`src/rtl/mfm_am_pkg.sv`:
```
package mfm_am_pkg;
   localparam logic [15:0] SYNC_WORD = 16'h4489;
   localparam logic [7:0]  CODE_ID   = 8'hFE;
   localparam logic [7:0]  CODE_DATA = 8'hFB;
   localparam logic [7:0]  CODE_DEL  = 8'hF8;

   typedef enum logic [1:0] {
      MK_ID   = 2'd0,
      MK_DATA = 2'd1,
      MK_DEL  = 2'd2
   } mark_e;

   typedef enum logic [1:0] {
      ST_SEARCH,
      ST_SYNC,
      ST_TYPE,
      ST_FIELD
   } am_state_e;
endpackage

```
`src/rtl/mfm_cell_sampler.sv`:
```
module mfm_cell_sampler (
   input  logic clk,
   input  logic rst_n,
   input  logic win_i,
   input  logic rdd_i,
   output logic cell_vld,
   output logic cell_bit
);
   logic win_q;
   logic seen;
   logic win_chg;

   assign win_chg = win_i ^ win_q;

   always_ff @(posedge clk) begin
      if (!rst_n) begin
         win_q    <= 1'b0;
         seen     <= 1'b0;
         cell_vld <= 1'b0;
         cell_bit <= 1'b0;
      end else begin
         win_q    <= win_i;
         cell_vld <= win_chg;
         if (win_chg) begin
            cell_bit <= seen;
            seen     <= rdd_i;
         end else begin
            seen     <= seen | rdd_i;
         end
      end
   end
endmodule

```
`src/rtl/mfm_cell_shift.sv`:
```
module mfm_cell_shift #(
   parameter int WIDTH = 16
) (
   input  logic             clk,
   input  logic             rst_n,
   input  logic             cell_vld,
   input  logic             cell_bit,
   output logic             sr_vld,
   output logic [WIDTH-1:0] sr
);
   always_ff @(posedge clk) begin
      if (!rst_n) begin
         sr     <= '0;
         sr_vld <= 1'b0;
      end else begin
         sr_vld <= cell_vld;
         if (cell_vld) sr <= {sr[WIDTH-2:0], cell_bit};
      end
   end
endmodule

```
`src/rtl/mfm_am_fsm.sv`:
```
module mfm_am_fsm
   import mfm_am_pkg::*;
#(
   parameter int ID_BYTES   = 4,
   parameter int DATA_BYTES = 8,
   parameter int CRC_BYTES  = 2,
   parameter int SYNC_COUNT = 3
) (
   input  logic        clk,
   input  logic        rst_n,
   input  logic        sr_vld,
   input  logic [15:0] sr,
   output logic        mark_o,
   output logic [1:0]  type_o,
   output logic [7:0]  byte_o,
   output logic        byte_vld_o,
   output logic        done_o
);
   localparam int MAX_LEN = ((ID_BYTES > DATA_BYTES) ? ID_BYTES : DATA_BYTES) + CRC_BYTES;
   localparam int CNT_W   = $clog2(MAX_LEN + 1);
   localparam int SC_W    = $clog2(SYNC_COUNT + 1);
   localparam logic [CNT_W-1:0] ID_LAST   = CNT_W'(ID_BYTES + CRC_BYTES - 1);
   localparam logic [CNT_W-1:0] DATA_LAST = CNT_W'(DATA_BYTES + CRC_BYTES - 1);
   localparam logic [SC_W-1:0]  SC_LAST   = SC_W'(SYNC_COUNT - 1);

   am_state_e        st;
   logic [3:0]       cell_cnt;
   logic [SC_W-1:0]  sync_cnt;
   logic [CNT_W-1:0] byte_cnt;
   logic [CNT_W-1:0] fld_last;
   mark_e            mk;
   logic [7:0]       dbyte;
   logic             slot_end;

   // data cells are the second of each pair: even positions of the shifter
   for (genvar g = 0; g < 8; g++) begin : g_dbit
      assign dbyte[g] = sr[2*g];
   end

   assign slot_end = (cell_cnt == 4'd15);
   assign type_o   = mk;

   always_ff @(posedge clk) begin
      if (!rst_n) begin
         st         <= ST_SEARCH;
         cell_cnt   <= '0;
         sync_cnt   <= '0;
         byte_cnt   <= '0;
         fld_last   <= '0;
         mk         <= MK_ID;
         byte_o     <= '0;
         mark_o     <= 1'b0;
         byte_vld_o <= 1'b0;
         done_o     <= 1'b0;
      end else begin
         mark_o     <= 1'b0;
         byte_vld_o <= 1'b0;
         done_o     <= 1'b0;
         if (sr_vld) begin
            case (st)
               ST_SEARCH: begin
                  if (sr == SYNC_WORD) begin
                     cell_cnt <= '0;
                     sync_cnt <= SC_W'(1);
                     st       <= (SYNC_COUNT == 1) ? ST_TYPE : ST_SYNC;
                  end
               end
               ST_SYNC: begin
                  cell_cnt <= cell_cnt + 4'd1;
                  if (slot_end) begin
                     if (sr == SYNC_WORD) begin
                        sync_cnt <= sync_cnt + SC_W'(1);
                        if (sync_cnt == SC_LAST) st <= ST_TYPE;
                     end else begin
                        st <= ST_SEARCH;
                     end
                  end
               end
               ST_TYPE: begin
                  cell_cnt <= cell_cnt + 4'd1;
                  if (slot_end) begin
                     byte_cnt <= '0;
                     st       <= ST_FIELD;
                     case (dbyte)
                        CODE_ID: begin
                           mark_o <= 1'b1; mk <= MK_ID; fld_last <= ID_LAST;
                        end
                        CODE_DATA: begin
                           mark_o <= 1'b1; mk <= MK_DATA; fld_last <= DATA_LAST;
                        end
                        CODE_DEL: begin
                           mark_o <= 1'b1; mk <= MK_DEL; fld_last <= DATA_LAST;
                        end
                        default: st <= ST_SEARCH;
                     endcase
                  end
               end
               ST_FIELD: begin
                  cell_cnt <= cell_cnt + 4'd1;
                  if (slot_end) begin
                     byte_o     <= dbyte;
                     byte_vld_o <= 1'b1;
                     byte_cnt   <= byte_cnt + CNT_W'(1);
                     if (byte_cnt == fld_last) begin
                        done_o <= 1'b1;
                        st     <= ST_SEARCH;
                     end
                  end
               end
               default: st <= ST_SEARCH;
            endcase
         end
      end
   end
endmodule

```
`src/rtl/mfm_addr_mark_det.sv`:
```
module mfm_addr_mark_det #(
   parameter int ID_BYTES   = 4,
   parameter int DATA_BYTES = 8,
   parameter int CRC_BYTES  = 2,
   parameter int SYNC_COUNT = 3
) (
   input  logic       clk,
   input  logic       rst_n,
   input  logic       win_i,
   input  logic       rdd_i,
   output logic       mark_o,
   output logic [1:0] type_o,
   output logic [7:0] byte_o,
   output logic       byte_vld_o,
   output logic       done_o
);
   localparam int CELLS = 16;

   if (CRC_BYTES < 1 || CRC_BYTES > 2) begin : g_bad_crc
      $error("CRC_BYTES must be 1 or 2");
   end
   if (ID_BYTES < 1 || DATA_BYTES < 1) begin : g_bad_len
      $error("field payload lengths must be positive");
   end
   if (SYNC_COUNT < 1 || SYNC_COUNT > 7) begin : g_bad_sync
      $error("SYNC_COUNT must be 1 to 7");
   end

   logic             cell_vld;
   logic             cell_bit;
   logic             sr_vld;
   logic [CELLS-1:0] sr;

   mfm_cell_sampler u_samp (
      .clk      (clk),
      .rst_n    (rst_n),
      .win_i    (win_i),
      .rdd_i    (rdd_i),
      .cell_vld (cell_vld),
      .cell_bit (cell_bit)
   );

   mfm_cell_shift #(.WIDTH(CELLS)) u_shift (
      .clk      (clk),
      .rst_n    (rst_n),
      .cell_vld (cell_vld),
      .cell_bit (cell_bit),
      .sr_vld   (sr_vld),
      .sr       (sr)
   );

   mfm_am_fsm #(
      .ID_BYTES   (ID_BYTES),
      .DATA_BYTES (DATA_BYTES),
      .CRC_BYTES  (CRC_BYTES),
      .SYNC_COUNT (SYNC_COUNT)
   ) u_fsm (
      .clk        (clk),
      .rst_n      (rst_n),
      .sr_vld     (sr_vld),
      .sr         (sr),
      .mark_o     (mark_o),
      .type_o     (type_o),
      .byte_o     (byte_o),
      .byte_vld_o (byte_vld_o),
      .done_o     (done_o)
   );
endmodule

```
`config.mk`:
```
export PLATFORM = sky130hd
export DESIGN_NAME = mfm_addr_mark_det
export DESIGN_NICKNAME = d
export VERILOG_FILES = /design/src/rtl/mfm_am_pkg.sv /design/src/rtl/mfm_cell_sampler.sv /design/src/rtl/mfm_cell_shift.sv /design/src/rtl/mfm_am_fsm.sv /design/src/rtl/mfm_addr_mark_det.sv
export SDC_FILE = /design/constraint.sdc
export NUM_CORES = 1
export LEC_CHECK = 0
export BUFFER_PORTS_ARGS = -buffer_cell sky130_fd_sc_hd__buf_2
export CORE_UTILIZATION = 53
export CTS_BUF_LIST = sky130_fd_sc_hd__clkbuf_16
export DETAILED_ROUTE_END_ITERATION = 10
export PLACE_DENSITY_LB_ADDON = 0.2
export SKIP_LAST_GASP = 1
export SLEW_MARGIN = 20
export SYNTH_ARGS = -nofsm -noshare
export SYNTH_HDL_FRONTEND = slang
export SYNTH_HIERARCHICAL = 1
export SYNTH_SLANG_ARGS = --single-unit
```
`constraint.sdc`:
```
create_clock -name clk -period 1.63 [get_ports clk]
set_input_delay 0.326 -clock clk [delete_from_list [all_inputs] [get_ports clk]]
set_output_delay 0.326 -clock clk [all_outputs]
set_load 0.05 [all_outputs]
```
==> metrics.txt, run 1 <==
outcome=complete, but fails checks; failing checks=setup timing; Finished Layout Cells=just over 300; Post-DP Area=around 0.0024 sq mm; xor and xnor fraction of the mapped netlist area=0.02034; core area=0.003771 sq mm; Synth Cell Area=0.002153 sq mm; Multi-input gate area=0.001176 sq mm; crit path launch=u_shift/sr[4]; vias in the first global route=1567; Area Growth Syn to Fin=26.15%; CTS Buffer Depth=2; fillers=270; CTS clock-pin slew for the worst setup and hold paths=0.07 ns; total of max-cap violations=0; flip-flop and latch area=slightly below 0.001 sq mm; die height=approximately 66 um; PortBufs=16; count leader, synth=dfxtp_1; Pre-antenna DRT Iters=4; main combinational cell family by area after synthesis=simple AND/OR/NAND/NOR gates; Post-synth EDFFs=0; GR peak layer=met2; adder-cell area share of the yosys netlist=0.01743; Critical Path End Type=register; clk root buf=clkbuf_16; complex-gate fraction of the synthesized area=0.08135; TritonCTS clock tree=built; WL/cell=15.14 um; post-synth cell types=42; DRT iter0 DRCs=66; hold depth=3; post-DP HPWL=around 3.1 mm; Worst VDD drop=around 0.00056 V; Synthesized Nets=221; via count=1680; DIE AREA=0.004322 sq mm; R2R cell count=5; Die Wd=between 60 and 70 um; Tot Pwr=roughly 2300 uW; total grt overflow=0; initial core utilization=0.5710; Post-Synth Simple-Gate Area=0.2429; period utilisation layout=1.027; first-pass GRT wire length=around 7.4 mm; Worst Skew=0.006606 ns; Final Slew Violations=0; Post-Syn Area per Cell=10.06 sq um; placed insts=298; PD cells=856.5 mW/mm^2; TritonCTS buffer count=5; CP cell instances=nor4b_4 -> nand4_2 -> buf_6 -> or4_4 -> a31oi_4; post-layout instance area=roughly 0.0027 sq mm; crit path max-delay cell type=or4_4; crit start category=register; post-route antenna net violation count=0; FMAX=0.5972 GHz; post-synth top area share=0.4555; LEAKAGE=0.001139 uW; HP Class=in -> reg; met2 usage=0.3610; worst-skew pair later-pin latency=between 0.2 and 0.3 ns; total track usage=0.2357; CP Class=reg -> reg; Worst path max stage delay=0.42 ns; reg2reg start=u_shift/sr[4]; Fin. Hold Viols=0; Final setup viols=2; ys flop type=dfxtp_1; grt met3 use=0.06424; number of remaining DRC errors=0; Placer Congestion=around 0.82; slew of the pin with the lowest slew margin=0.3772 ns; Synth area leaders=dfxtp_1 46%, mux2i_1 14%, nor2b_1 4.9%, nor2_1 3.7%, nand2_1 2.1%; final wirelength=4.678 mm; WP data required=1.85 ns; crit path DAT=between 1.5 and 2 ns; HP Start=rdd_i; Antenna Cells=0; unrepaired setup endpoints after global routing=true; Tmin final=1.675 ns; vias per cell=5.437; nets@finish=267; post-synthesis cell count=approximately 210; Max-slew headroom=0.7483; routing usage on met1=0.3026; layout cells sized above 1=0.3218; #FFs+latches synth=49; leading area contributor after synthesis=dfxtp_1; site row count=22; H-tree depth=2; Ys Warns=6; largest net degree at the start of global routing=27; clk sinks=49; fraction of registers with async set/reset=0; PnR worst setup slack=-0.04455 ns; Ports=17; worst-path fanout max=3; register area share after synthesis=0.4555; initial antenna violation count=0; post-synthesis mux area share=0.1447; list of most frequent post-synthesis cells=49 x dfxtp_1, 30 x mux2i_1, 21 x nor2_1
timing repair:
action | CTS | global route
buffers inserted | 2 | 1
hold buffers | 0 | 0
resized for setup | 9 | 15
setup endpoints to repair | 10 | 19
pin swaps | 5 | 9
layout make-up:
type | count | share of cell area
clock buffer | 5 | 0.04606
clock inverter | 3 | 0.008291
inverter | 5 | 0.006909
multi-input combinational | 152 | 0.4330
sequential | 49 | 0.3643
tap | 48 | 0.02211
timing repair buffer | 47 | 0.1193
kinds of logic (layout without fill, tap and decap cells):
| family | after synthesis | count (layout) |
|---|---|---|
| compound gates | 24 | 24 |
| xor+xnor | 5 | 5 |
| fa+ha+maj | 3 | 3 |
| buf+inv | 13 | 60 |
| flops | 49 | 49 |
| mux | 31 | 31 |
| simple gates | 89 | 89 |
routing by layer:
layer  wire length (um)  up-vias
met3                146        9
met2               2247       30
met5                  0        -
met1               2177      799
li1                   -      842
met4                107        0
sequential cells by signal (all words and copies together) (netlist names), 2 cells and up:
signal,cells
u_fsm/byte_cnt,4
u_fsm/byte_o,8
u_fsm/cell_cnt,4
u_fsm/fld_last,3
u_fsm/st,2
u_fsm/sync_cnt,2
u_fsm/type_o,2
u_shift/sr,16
placed cells by master, fill, tap and decap left out, drive strengths merged:
cell type and count:
a2111oi 1, a21boi 2, a21oi 7, a22oi 1
a31oi 2, and2 6, and3 1, and4 1
and4b 1, buf 47, clkbuf 5, clkinv 3
dfxtp 49, ha 3, inv 5, mux2 1
mux2i 30, nand2 13, nand2b 2, nand3 7
nand3b 1, nand4 2, nor2 21, nor2b 17
nor3 8, nor3b 1, nor4 5, nor4b 2
o211a 1, o211ai 1, o21a 2, o21ai 5
o221a 1, o32ai 1, or4 1, xor2 5
per-stage QoR:
stage | utilization | setup TNS, ns | hold WS, ns | worst slack, ns
after floorplan | - | -0.003503 | 0.4344 | -0.001762
after global placement | 0.6486 | -0.01297 | 0.4578 | -0.009484
after detailed placement | 0.6486 | -0.2646 | 0.4662 | -0.07741
after CTS | 0.7001 | -0.03114 | 0.2281 | -0.03114
after global routing | 0.7203 | -0.3424 | 0.2379 | -0.08026
final | 0.7203 | -0.04530 | 0.2290 | -0.04455
report_power, final:
part | internal, uW | switching [uW] | leakage [uW]
Clock | 571 | 459 | 0.0000738
Sequential | 1210 | 5.02 | 0.000399
Combinational | 37.6 | 47.8 | 0.000666
Total | 1810 | 512 | 0.00114
worst paths after layout:
check	end	slack, ns
worst min register to register	u_samp/seen	0.47
worst min-delay path	u_samp/seen	0.23
worst max register to register	u_fsm/st[0]	-0.04
worst max-delay path	u_fsm/st[0]	-0.04
worst max-delay path, delay by kind of cell (launching register included):
family / cells / cell delay (ns)
AOI/OAI and AO/OA: 1 / 0.20
buffers and inverters: 1 / 0.16
DFF: 1 / 0.34
and+or+nand+nor: 3 / 0.90
(Power assumes the default switching activity.)
==> run 2: changes to the inputs <==
--- a/config.mk
+++ b/config.mk
@@ -6,8 +6,9 @@
 export NUM_CORES = 1
 export LEC_CHECK = 0
 export BUFFER_PORTS_ARGS = -buffer_cell sky130_fd_sc_hd__buf_2
-export CORE_UTILIZATION = 53
+export CORE_UTILIZATION = 50
 export CTS_BUF_LIST = sky130_fd_sc_hd__clkbuf_16
+export CTS_CLUSTER_DIAMETER = 120
 export DETAILED_ROUTE_END_ITERATION = 10
 export PLACE_DENSITY_LB_ADDON = 0.2
 export SKIP_LAST_GASP = 1
==> run 2 against run 1 <==
The run now ends clean. Utilization fell by 2.3 points. Global-route usage is 2.8 points lower. Register-to-register slack improved by 0.05 ns. Worst setup slack improved by 0.047 ns. Combinational power fell by 2%. Power up 11%. Routed wire length fell by 10%. Critical path depth grew 1. Count of clock-buffer cells in the layout unchanged. Clock skew shrank 0.0032 ns. Via count is 1.8% lower. Largest power group is now the clock network.
==> metrics.txt, run 2 (same netlist as run 1, synthesis figures left out) <==
outcome=finished clean; period utilisation layout=0.9987; Final Slew Violations=0; WL/cell=13.11 um; DRT iter0 DRCs=110; Max-slew headroom=0.6989; Biggest register=u_shift/sr; Ports=17; commonest cells after routing, fill and taps aside=45 x dfxtp_1, 40 x buf_4, 30 x mux2i_1; Placer Congestion=0.7776; LEAKAGE=0.001227 uW; WP data required=1.79 ns; initial antenna violation count=0; Critical Path End Type=register; PD cells=916.8 mW/mm^2; Fin. Hold Viols=0; hold endpoint=u_samp/seen; HP Class=in -> reg; clk root buf=clkbuf_16; reg2reg start=u_fsm/cell_cnt[0]; Worst VDD drop=approximately 0.00085 V; hold depth=3; most common cell after layout, fill and taps aside=dfxtp_1; CP cell instances=ha_4 -> and4_4 -> nand2_4 -> nor4_4 -> mux2i_1 -> nor2_1; initial core utilization=0.5307; CP Class=reg -> reg; Die Wd=67.63 um; FMAX=0.6143 GHz; Tot Pwr=2592 uW; Largest register FFs=16; PortBufs=16; Worst path top cell family by delay=simple AND/OR/NAND/NOR gates; total grt overflow=0; site row count=23; worst-path fanout max=4; slew of the pin with the lowest slew margin=0.4475 ns; nets@finish=between 200 and 300; HP Start=rdd_i; top flop regs=u_shift/sr: 16 flops, u_fsm/byte_o: 8 flops; Critical path buffers and inverters=0; Worst Skew=0.003409 ns; post-route antenna net violation count=0; Pre-antenna DRT Iters=4; Antenna Cells=0; crit path max-delay cell type=nor4_4; Setup TNS=0 ns; R2R Setup Slk=0.002 ns; core area=0.004058 sq mm; R2R cell count=6; Worst path max stage delay=0.38 ns; die height=just under 70 um; TritonCTS clock tree=built; DIE AREA=0.004573 sq mm; total of max-cap violations=0; crit start category=register; Final setup viols=0; layout cells sized above 1=0.3358; post-DP HPWL=2.989 mm; CTS clock-pin slew for the worst setup and hold paths=roughly 0.060 ns; vias per cell=5.137; hold bufs inserted after CTS=0; via count=1649; first-pass GRT wire length=6.920 mm; number of remaining DRC errors=0; capturing point of the worst reg2reg path=u_fsm/type_o[1]; vias in the first global route=roughly 1500; CTS Buffer Depth=2; crit path DAT=1.79 ns; H-tree depth=2; Area Growth Syn to Fin=31.32%; worst-skew pair later-pin latency=about 0.28 ns; clk sinks=~50; total track usage=0.2078; Tmin final=1.628 ns; TritonCTS buffer count=5; largest net degree at the start of global routing=27; final wirelength=between 4 and 5 mm; unrepaired setup endpoints after global routing=true
==> run 2: timing repair <==
action | 4_1_cts | 5_1_grt
setup endpoints to repair | 19 | 17
resized for setup | 11 | 11
pin swaps | 6 | 4
buffers inserted | 2 | 5
==> run 2: how the worst max path moves through the flow <==
stage,endpoint,depth (start not counted),start
after floorplan,u_fsm/sync_cnt[1],6,u_shift/sr[4]
after global placement,u_fsm/type_o[1],6,u_fsm/cell_cnt[0]
after detailed placement,u_fsm/cell_cnt[3],6,u_shift/sr[6]
after CTS,u_fsm/type_o[1],6,u_fsm/cell_cnt[1]
after global routing,u_fsm/sync_cnt[0],5,u_shift/sr[12]
final,u_fsm/type_o[1],6,u_fsm/cell_cnt[0]
==> run 2: area by class of cell <==
type                    instances  area [sq um]
flip-flops and latches         49         988.4
fillers                       317          1230
clock buffers                   5         125.1
inverters                       5         18.77
multi-input cells             152          1176
repair buffers                 57         391.6
well taps                      50         62.56
clock inverters                 3         65.06
==> run 2: worst reg2reg max path, cell delays in order (launching register included) <==
cell and delay (ns):
dfxtp_2 0.35, ha_4 0.16, and4_4 0.25, nand2_4 0.08, nor4_4 0.38, mux2i_1 0.24, nor2_1 0.05
==> run 2: where the power goes <==
group | internal [uW] | leakage, uW | total, uW | switching (uW)
Combinational | 36.9 | 0.000735 | 83.3 | 46.4
Sequential | 1200 | 0.000398 | 1210 | 3.77
Clock | 875 | 0.0000938 | 1300 | 425
==> run 2: per-layer routing <==
metal | vias to the layer above | share of wire | wire length [um] | GRT usage
met5 | - | 0 | 0 | 0
met1 | 770 | 0.47 | 1984 | 0.2663
li1 | 859 | - | - | -
met4 | 0 | 0.010 | 42 | 0.07979
met3 | 5 | 0.024 | 103 | 0.05574
met2 | 15 | 0.49 | 2075 | 0.3292
==> run 2: per-stage QoR <==
stage                     area, sq um  worst slack (ns)  utilization  cells  hold WS (ns)
after floorplan                  2158         -0.001762            -    214        0.4344
after global placement           2494          -0.04829       0.6146    306        0.4511
after detailed placement         2494           -0.1228       0.6146    306        0.4590
after CTS                        2738          -0.01889       0.6747    316        0.2342
after global routing             2828          -0.08454       0.6969    321        0.2540
final                            2828          0.002144       0.6969    321        0.2399
==> run 3: changes to the inputs <==
--- a/config.mk
+++ b/config.mk
@@ -6,6 +6,7 @@
 export NUM_CORES = 1
 export LEC_CHECK = 0
 export BUFFER_PORTS_ARGS = -buffer_cell sky130_fd_sc_hd__buf_2
+export CORE_ASPECT_RATIO = 0.8
 export CORE_UTILIZATION = 50
 export CTS_BUF_LIST = sky130_fd_sc_hd__clkbuf_16
 export CTS_CLUSTER_DIAMETER = 120
==> constraint.sdc (replaced) <==
create_clock -name clk -period 1.63 [get_ports clk]
set_input_delay 0 -clock clk [delete_from_list [all_inputs] [get_ports clk]]
set_output_delay 0 -clock clk [all_outputs]
set_load 0.05 [all_outputs]
==> run 3 against run 2 <==
The run now ends with setup timing left. Die area about the same. Flip-flop and latch count unchanged. Critical path depth grew 1. Non-clock buffer count fell by 6. Count of clock-buffer cells in the layout is the same. First-iteration DRC count is 12% higher. Clock skew up 0.0014 ns. Final cell count fell by 0.31%.
==> metrics.txt, run 3 (same netlist as run 1, synthesis figures left out) <==
post-layout instance area=0.002743 sq mm; WL met2=between 1.5 and 2 mm; commonest cells after routing, fill and taps aside=42 x dfxtp_1, 30 x mux2i_1, 29 x buf_4; largest net degree at the start of global routing=27; DR top layer=met4; initial core utilization=0.5446; Die Wd=between 70 and 80 um; met1 WL=2.303 mm; slew of the pin with the lowest slew margin=around 0.61 ns; worst-path fanout max=3; failing checks=setup timing; Critical Path End Type=register; CP Class=reg -> reg; PnR worst setup slack=-0.01926 ns; placed insts=305; Placer Congestion=0.8720; Fin. Hold Viols=0; flip-flop and latch area=989.7 sq um; period utilisation layout=1.012; R2R Setup Slk=-0.02 ns; LEAKAGE=0.001150 uW; nets@finish=271; Post-DP Area=0.002455 sq mm; unrepaired setup endpoints after global routing=true; number of remaining DRC errors=0; Worst VDD drop=0.0006526 V; outcome=complete, but fails checks; top flop regs=u_shift/sr: 16 flops, u_fsm/byte_o: 8 flops; FMAX=slightly above 0.6 GHz; reg2reg start=u_fsm/cell_cnt[1]; PD cells=830.8 mW/mm^2; hold endpoint=u_fsm/cell_cnt[3]; crit path launch=u_fsm/cell_cnt[1]; Worst path max stage delay=0.35 ns; crit path max-delay cell type=dfxtp_2; DIE AREA=0.004575 sq mm; hold depth=3; WP data required=1.78 ns; post-route antenna net violation count=0; clk root buf=clkbuf_16; Setup TNS=-0.01926 ns; capturing point of the worst reg2reg path=u_fsm/type_o[0]; Worst Skew=0.004792 ns; crit start category=register; Final setup viols=1; Largest register FFs=16; Final Slew Violations=0; crit path DAT=1.80 ns; CTS Buffer Depth=2; H-tree depth=2; most common cell after layout, fill and taps aside=dfxtp_1; layout cells sized above 1=0.3132; PortBufs=16; Area Growth Syn to Fin=27.37%; met3 WL=between 150 and 200 um; Antenna Cells=0; Finished Layout Cells=320; TritonCTS clock tree=built; initial antenna violation count=0; Ports=17; via count=1671; Tot Pwr=between 2000 and 2500 uW; vias in the first global route=1519; total grt overflow=0; first-pass GRT wire length=6.969 mm; WL/cell=13.56 um; total track usage=0.2073; HP Start=rst_n; DRT iter0 DRCs=123; R2R cell count=7; clk sinks=49; site row count=20; final wirelength=4.338 mm; Max-slew headroom=0.5915; CP cell instances=ha_4 -> and4_4 -> nand2_4 -> nor4_4 -> buf_4 -> mux2i_1 -> nor2_1; Biggest register=u_shift/sr; total of max-cap violations=0; Multi-input gate area=0.001165 sq mm; post-DP HPWL=2.877 mm; HP Class=in -> reg; fillers=331; vias per cell=5.222; die height=60.70 um; CTS clock-pin slew for the worst setup and hold paths=about 0.060 ns; TritonCTS buffer count=5; Pre-antenna DRT Iters=4; Tmin final=1.649 ns; core area=0.003954 sq mm; worst-skew pair later-pin latency=0.28 ns
[run 3: cell count changes in the layout (fill, tap and decap cells not counted), moves of 2 or more]
cell,before,now
dlygate4sd3_1,0,2
buf_6,1,4
clkinv_1,0,2
dfxtp_1,45,42
bufinv_16,2,0
buf_4,40,29
dfxtp_2,3,7
[run 3: cell type report]
class                           instances  area share
Inverter                                5    0.006843
Tap cell                               55     0.02509
Multi-Input combinational cell        152      0.4247
Sequential cell                        49      0.3609
Clock inverter                          3    0.004562
Timing Repair Buffer                   51      0.1323
Clock buffer                            5     0.04562
[run 3: critical path, delay by kind of cell (launching register included)]
family / cells / cell delay [ns]
AND/OR/NAND/NOR: 4 / 0.68
flip-flops: 1 / 0.35
multiplexers: 1 / 0.18
buffers and inverters: 1 / 0.17
adder cells (fa/ha/maj): 1 / 0.14
[run 3: timing repair]
action / 4_1_cts / 5_1_grt
endpoints found under the hold margin: 2 / 0
hold buffers: 2 / 0
resized for setup: 5 / 20
pin swaps: 4 / 8
endpoints found under the setup margin: 10 / 22
setup buffers: 1 / 4
[run 3: worst max path at each step]
stage	cells past startpoint	endpoint
final	7	u_fsm/type_o[0]
after global routing	7	u_fsm/type_o[0]
after CTS	6	u_fsm/type_o[1]
after detailed placement	6	u_fsm/cell_cnt[3]
after global placement	6	u_fsm/cell_cnt[3]
after floorplan	6	u_fsm/sync_cnt[1]
[run 3: power breakdown]
group | internal (uW) | total, uW | switching [uW]
Combinational | 39.4 | 86.7 | 47.3
Sequential | 1210 | 1210 | 4.45
Clock | 555 | 981 | 426
Total | 1800 | 2280 | 478
[run 3: metrics by stage]
step           hold slack, ns  worst slack (ns)  utilization
2_1_floorplan          0.1086         -0.001762            -
3_3_place_gp           0.2000          -0.04930       0.6209
3_5_place_dp           0.2099          -0.08335       0.6209
4_1_cts                0.1838          -0.07557       0.6665
5_1_grt                0.2088          -0.06804       0.6937
6_report               0.1810          -0.01926       0.6937
[run 3: metal layers]
layer  track usage  vias up
li1              -      851
met1        0.2913      779
met2        0.3163       34
met3       0.04485        7
met4       0.07407        0
met5             0        -
